File: src/rtl/wfs_pkg.sv
// Shared definitions for the window flush sequencer.
// Assumes an 11-byte header: two window commands with four bytes each, then the write command.
package wfs_pkg;
    typedef enum logic [1:0] {
        ST_IDLE,
        ST_HDR,
        ST_PIX,
        ST_DONE
    } wfs_state_e;

    localparam logic [7:0] CMD_COL_WIN  = 8'h2A;
    localparam logic [7:0] CMD_ROW_WIN  = 8'h2B;
    localparam logic [7:0] CMD_MEM_WR   = 8'h2C;
    localparam int         HDR_BYTES    = 11;
    localparam int         HDR_IDX_W    = $clog2(HDR_BYTES);
endpackage

File: src/rtl/wfs_hdr_mux.sv
// Selects the header byte for a given position: column command and bounds,
// row command and bounds, then the memory-write command.
// Assumes bounds fit in 16 bits; wider values are truncated to 16 bits.
module wfs_hdr_mux
    import wfs_pkg::*;
#(
    parameter int COORD_W = 16
) (
    input  logic [HDR_IDX_W-1:0] idx,
    input  logic [COORD_W-1:0]   col_first,
    input  logic [COORD_W-1:0]   col_last,
    input  logic [COORD_W-1:0]   row_first,
    input  logic [COORD_W-1:0]   row_last,
    output logic [7:0]           hdr_byte,
    output logic                 hdr_is_cmd
);
    logic [15:0] cf, cl, rf, rl;

    // widen the bounds to a fixed 16-bit field
    always_comb begin
        cf = 16'(col_first);
        cl = 16'(col_last);
        rf = 16'(row_first);
        rl = 16'(row_last);
    end

    // pick the byte for this header position
    always_comb begin
        hdr_is_cmd = 1'b0;
        case (idx)
            4'd0:    begin hdr_byte = CMD_COL_WIN; hdr_is_cmd = 1'b1; end
            4'd1:    hdr_byte = cf[15:8];
            4'd2:    hdr_byte = cf[7:0];
            4'd3:    hdr_byte = cl[15:8];
            4'd4:    hdr_byte = cl[7:0];
            4'd5:    begin hdr_byte = CMD_ROW_WIN; hdr_is_cmd = 1'b1; end
            4'd6:    hdr_byte = rf[15:8];
            4'd7:    hdr_byte = rf[7:0];
            4'd8:    hdr_byte = rl[15:8];
            4'd9:    hdr_byte = rl[7:0];
            default: begin hdr_byte = CMD_MEM_WR; hdr_is_cmd = 1'b1; end
        endcase
    end
endmodule

File: src/rtl/wfs_pix_pack.sv
// Packs a source word into RGB565 and orders its two bytes.
// Assumes XRGB keeps red in [23:16], green in [15:8] and blue in [7:0].
module wfs_pix_pack (
    input  logic [31:0] src,
    input  logic        fmt_xrgb,
    input  logic        swap,
    output logic [7:0]  first_byte,
    output logic [7:0]  second_byte
);
    logic [15:0] packed565;
    logic        unused_bits;

    // reduce XRGB to 5/6/5 or pass RGB565 through
    always_comb begin
        if (fmt_xrgb)
            packed565 = {src[23:19], src[15:10], src[7:3]};
        else
            packed565 = src[15:0];
    end

    // order the bytes: high first unless swapped
    always_comb begin
        first_byte  = swap ? packed565[7:0]  : packed565[15:8];
        second_byte = swap ? packed565[15:8] : packed565[7:0];
    end

    assign unused_bits = ^{src[31:24], src[18:16], src[9:8], src[2:0]};
endmodule

File: src/rtl/win_flush_seq.sv
// Window flush sequencer: sends the column and row window commands, the
// memory-write command, then the region's pixels as RGB565 byte pairs.
// Assumes a nonempty rectangle (an empty one sends the header only) and a
// pixel source that holds its word while pix_valid is high and unaccepted.
module win_flush_seq
    import wfs_pkg::*;
#(
    parameter int COORD_W = 16,
    parameter int SCR_W   = 240,
    parameter int SCR_H   = 320
) (
    input  logic               clk,
    input  logic               rst_n,
    input  logic               start,
    input  logic               blank,
    input  logic               fmt_xrgb,
    input  logic               swap,
    input  logic [COORD_W-1:0] x_lo,
    input  logic [COORD_W-1:0] y_lo,
    input  logic [COORD_W-1:0] x_hi,
    input  logic [COORD_W-1:0] y_hi,
    input  logic [COORD_W-1:0] col_off,
    input  logic [COORD_W-1:0] row_off,
    input  logic               pix_valid,
    output logic               pix_ready,
    input  logic [31:0]        pix_data,
    output logic               out_valid,
    input  logic               out_ready,
    output logic [7:0]         out_data,
    output logic               out_dc,
    output logic               busy,
    output logic               done
);
    localparam int CNT_W = 2 * COORD_W;
    localparam logic [CNT_W-1:0]   SCR_PIX  = CNT_W'(SCR_W * SCR_H);
    localparam logic [COORD_W-1:0] SCR_XEND = COORD_W'(SCR_W - 1);
    localparam logic [COORD_W-1:0] SCR_YEND = COORD_W'(SCR_H - 1);
    localparam logic [HDR_IDX_W-1:0] HDR_LAST = HDR_IDX_W'(HDR_BYTES - 1);

    wfs_state_e           state;
    logic [HDR_IDX_W-1:0] hdr_idx;
    logic                 phase;
    logic [CNT_W-1:0]     pix_left;
    logic [7:0]           second_q;
    logic                 blank_q, fmt_q, swap_q;
    logic [COORD_W-1:0]   col_first, col_last, row_first, row_last;
    logic [COORD_W-1:0]   width, height;
    logic [7:0]           hdr_byte, first_b, second_b;
    logic                 hdr_is_cmd, beat;

    wfs_hdr_mux #(.COORD_W(COORD_W)) u_hdr (
        .idx        (hdr_idx),
        .col_first  (col_first),
        .col_last   (col_last),
        .row_first  (row_first),
        .row_last   (row_last),
        .hdr_byte   (hdr_byte),
        .hdr_is_cmd (hdr_is_cmd)
    );

    wfs_pix_pack u_pack (
        .src         (pix_data),
        .fmt_xrgb    (fmt_q),
        .swap        (swap_q),
        .first_byte  (first_b),
        .second_byte (second_b)
    );

    // rectangle size from the exclusive ends
    always_comb begin
        width  = x_hi - x_lo;
        height = y_hi - y_lo;
    end

    // drive the byte port and the pixel handshake from the state
    always_comb begin
        out_valid = 1'b0;
        out_data  = 8'h00;
        out_dc    = 1'b1;
        pix_ready = 1'b0;
        case (state)
            ST_HDR: begin
                out_valid = 1'b1;
                out_data  = hdr_byte;
                out_dc    = ~hdr_is_cmd;
            end
            ST_PIX: begin
                if (!phase) begin
                    out_valid = blank_q | pix_valid;
                    out_data  = blank_q ? 8'h00 : first_b;
                    pix_ready = ~blank_q & out_ready;
                end else begin
                    out_valid = 1'b1;
                    out_data  = second_q;
                end
            end
            default: ;
        endcase
        beat = out_valid & out_ready;
        busy = (state != ST_IDLE);
        done = (state == ST_DONE);
    end

    // sequence the header, the pixel pairs and the end pulse
    always_ff @(posedge clk) begin
        if (!rst_n) begin
            state    <= ST_IDLE;
            hdr_idx  <= '0;
            phase    <= 1'b0;
            pix_left <= '0;
            second_q <= 8'h00;
            blank_q  <= 1'b0;
            fmt_q    <= 1'b0;
            swap_q   <= 1'b0;
            col_first <= '0;
            col_last  <= '0;
            row_first <= '0;
            row_last  <= '0;
        end else begin
            case (state)
                ST_IDLE: if (start) begin
                    state   <= ST_HDR;
                    hdr_idx <= '0;
                    phase   <= 1'b0;
                    blank_q <= blank;
                    fmt_q   <= fmt_xrgb;
                    swap_q  <= swap;
                    if (blank) begin
                        col_first <= col_off;
                        col_last  <= SCR_XEND + col_off;
                        row_first <= row_off;
                        row_last  <= SCR_YEND + row_off;
                        pix_left  <= SCR_PIX;
                    end else begin
                        col_first <= x_lo + col_off;
                        col_last  <= x_hi - 1'b1 + col_off;
                        row_first <= y_lo + row_off;
                        row_last  <= y_hi - 1'b1 + row_off;
                        pix_left  <= CNT_W'(width) * CNT_W'(height);
                    end
                end
                ST_HDR: if (beat) begin
                    if (hdr_idx == HDR_LAST)
                        state <= (pix_left == '0) ? ST_DONE : ST_PIX;
                    else
                        hdr_idx <= hdr_idx + 1'b1;
                end
                ST_PIX: if (beat) begin
                    if (!phase) begin
                        second_q <= blank_q ? 8'h00 : second_b;
                        phase    <= 1'b1;
                    end else begin
                        phase    <= 1'b0;
                        pix_left <= pix_left - 1'b1;
                        if (pix_left == CNT_W'(1))
                            state <= ST_DONE;
                    end
                end
                default: state <= ST_IDLE;
            endcase
        end
    end
endmodule

File: config.mk
export PLATFORM = sky130hd
export DESIGN_NAME = win_flush_seq
export DESIGN_NICKNAME = d
export VERILOG_FILES = /design/src/rtl/wfs_pkg.sv /design/src/rtl/wfs_hdr_mux.sv /design/src/rtl/wfs_pix_pack.sv /design/src/rtl/win_flush_seq.sv
export SDC_FILE = /design/constraint.sdc
export NUM_CORES = 1
export LEC_CHECK = 0
export BUFFER_PORTS_ARGS = -buffer_cell sky130_fd_sc_hd__buf_4
export CORE_ASPECT_RATIO = 1.4
export CORE_MARGIN = 1.5
export CORE_UTILIZATION = 59
export DETAILED_ROUTE_END_ITERATION = 16
export HOLD_SLACK_MARGIN = 0.12
export PLACE_DENSITY = 0.78
export SYNTH_ARGS = -nofsm -noshare
export SYNTH_HDL_FRONTEND = slang
export SYNTH_HIERARCHICAL = 1
export SYNTH_SLANG_ARGS = --single-unit
File: constraint.sdc
create_clock -name clk -period 9.9 [get_ports clk]
set_input_delay 0.99 -clock clk [delete_from_list [all_inputs] [get_ports clk]]
set_output_delay 0.99 -clock clk [all_outputs]
set_load 0.03 [all_outputs]
==> results.py <==
metrics = {
    "run_status": {
        "outcome": "finished clean",
    },
    "placed_design": {
        "post-dp-hpwl_mm": 50.4,
        "port_buffers": 137,
        "place.gp.congestion": 1.00,
    },
    "yosys": {
        "synth_top_cells_by_area": "fa_1 20%, ha_1 14%, dfxtp_1 11%, inv_1 7.4%, nand2_1 5.0%",
        "synth-xor-area-share_pct": 6.33,
        "ys_async_sr_fraction_pct": 0,
        "synth_edf_count": 0,
        "yosysTopAreaCellShare_pct": 19.7,
        "synth.area.mux_share_pct": 2.78,
        "dominant_combinational_cell_family_by_area_after_synthesis": "adder cells",
        "avgSynthCellArea_um2": 7.87,
        "synth_compound_area_share_pct": 17.7,
        "synthAdderAreaFrac_pct": 34.1,
        "netlist.top_cell.by_area": "fa_1",
        "seq_area_frac_synth_pct": 11.2,
        "synth_most_common_cell": "inv_1",
        "ys.flop_type": "dfxtp_1",
        "synth-simple-area-share_pct": 18.3,
        "syn-instance-count": 2580,
        "synth.distinct_cells": 90,
        "synth_nets": 3149,
        "synth-warning-count": 6,
        "synthTopCellsByCount": "400 x inv_1, 273 x nand2_1, 233 x ha_1",
        "mappedNetlistArea_mm2": 0.0203,
        "synth.ff_latch_count": 114,
    },
    "sta": {
        "finalHoldViolations": 0,
        "max_clock_freq_ghz": 0.110,
        "setup_viol_count_final": 0,
        "clock-skew-final_ns": 0.0119,
        "final-max-slew-violation-count": 0,
        "final_period_minus_worst_setup_slack_ns": 9.06,
        "setup_repair_after_global_routing_missed_its_margin": "false",
        "layout_worst_path_cycle_share_pct": 91.5,
        "worst_slew_pin_slew_ns": 1.35,
        "relSlewSlack_pct": 9.15,
        "hold-worst-slack_ns": 0.456,
        "timing.setup.tns_ns": 0,
    },
    "route": {
        "drtAntennaViolNets": 0,
        "detail_route.wl_per_cell_um": 19.9,
        "routed-via-count": 18901,
        "vias_per_cell": 6.02,
        "drt_iter0_drc": 1476,
        "route.detailed.drc": 0,
        "detailedRoute.firstPassIterationCount": 7,
        "postRouteWirelength_mm": 62.5,
    },
    "cts": {
        "numClockSinks": 114,
        "quantity_of_hold_fixing_buffers_added_after_cts": 0,
        "clock_transition_time_at_the_flip_flop_clock_pins_of_the_worst_setup_and_hold_paths_ns": 0.06,
        "cts_htree_levels": 4,
        "insertion_delay_ns": 0.42,
        "resized_gates_after_cts": 0,
        "post-cts-setup-buffer-count": 0,
        "cts_tree": "done",
        "cts-buffers-inserted": 17,
        "clock-root-buffer": "clkbuf_16",
        "cts_buffer_depth": 2,
    },
    "global_route": {
        "grt_start_max_net_pins": 96,
        "top_usage_layer": "met2",
        "grt_antenna_before_repair": 1,
        "track_usage_pct": 35.9,
        "number_of_global_route_vias_before_repair": 19535,
        "grt_util_met1_pct": 37.8,
        "wire_length_of_the_first_global_routing_pass_mm": 100,
        "grtUsageMet2_pct": 65.9,
        "gr-total-overflow": 0,
        "grt_util_met3_pct": 3.57,
    },
    "critical_path": {
        "path_delay_family": "adder cells",
        "crit_path_start_kind": "primary input",
        "path_common_cell": "fa_1",
        "crit_fanout": 7,
        "worstSetupPathType": "primary input to register",
        "worst_ep_arrival_time_ns": 9.34,
        "timing.critical_path.slowest_stage_cell": "fa_1",
        "critical_path.endpoint_type": "register",
        "critical_path_rt_ns": 10.19,
        "worst_path_largest_cell_delay_ns": 0.58,
        "critPathBufInv": 5,
    },
    "floorplanning": {
        "floorplan.initialDensity_pct": 59.7,
        "floorplan.core_area_mm2": 0.0340,
        "io_pins": 149,
        "placementRows": 80,
        "fp.dieArea_mm2": 0.0356,
        "die_width_um": 160,
        "dieHeight_um": 223,
    },
    "layout": {
        "final_net_count": 3246,
        "filler_cell_count": 2995,
        "areaGrowthSynthToFinish_pct": 10.5,
        "final_layout_size_suffix_gt1_share_pct": 9.52,
    },
    "min_path": {
        "hold_class": "register to register",
    },
    "job": {
        "max_cap_viol": 0,
    },
}
-- worst register-to-register path: stages, from the launching register on --
cell      delay [ns]
dfxtp_1         0.34
inv_1           0.10
ha_1            0.27
buf_4           0.45
o31a_1          0.22
o21a_1          0.14
and2_1          0.24
nand2_1         0.11
a21o_1          0.48
nor3_1          0.49
and4_1          0.27
a221oi_1        0.06
o211ai_1        0.12
-- per-layer routing --
layer  share of wire [%]  vias to the layer above  wire (um)
met1                  35                     9087      22000
met3                 5.1                      260       3160
li1                    -                     8792          -
met2                  51                      762      31900
met5                   0                        -          0
met4                 8.7                        0       5450
-- cell families after synthesis --
logic type	after synthesis
and+or+nand+nor	789
muxes	30
xor gates and xnor gates	146
buffers and inverters	504
adders and majority gates	433
AOI/OAI and AO/OA	564
DFF	114
-- layout make-up --
class	count	area (um^2)	share of cell area [%]
Clock inverter	12	156	0.697
Multi-Input combinational cell	1962	16100	71.8
Clock buffer	19	453	2.02
Antenna cell	1	2.50	0.0112
Tap cell	451	564	2.51
Inverter	401	1510	6.71
Timing Repair Buffer	181	1370	6.11
Sequential cell	114	2280	10.2
-- flip-flops by register name (all words and copies together) (netlist names), 2 cells and up --
| signal | flops |
|---|---|
| pix_left | 32 |
| col_first | 16 |
| col_last | 16 |
| row_first | 16 |
| row_last | 16 |
| second_q | 8 |
| hdr_idx | 4 |
| state | 2 |
-- metrics by stage --
stage               cells  area [um^2]  setup WS, ns  util (%)
floorplan            2580        20300          1.32         -
global placement     3109        21800         0.500      64.1
detailed placement   3109        21800         0.464      64.1
CTS                  3140        22400         0.889      65.9
global route         3141        22400         0.317      65.9
finish               3141        22400         0.843      65.9
-- path summary, 6_finish.rpt --
path,slack [ns],start,cells after the start,to
min,0.46,row_last[7],2,row_last[7]
max reg2reg,6.51,state[0],12,pix_left[31]
max,0.84,x_lo[1],31,pix_left[29]
min reg2reg,0.46,row_last[7],2,row_last[7]
-- placed cells by master (no fill, tap or decap), types with 39 or more instances in the layout --
cell     instances
inv_1          399
nand2_1        273
ha_1           233
nor2_1         215
fa_1           200
buf_4          180
a21oi_1        152
o21ai_0        138
dfxtp_1        114
xnor2_1         83
xor2_1          60
nor3_1          52
and2_1          47
a21o_1          44
nor2b_1         39
Power is not shown: default switching activity piles up to over one toggle a cycle in this logic, so the estimate is an artifact.
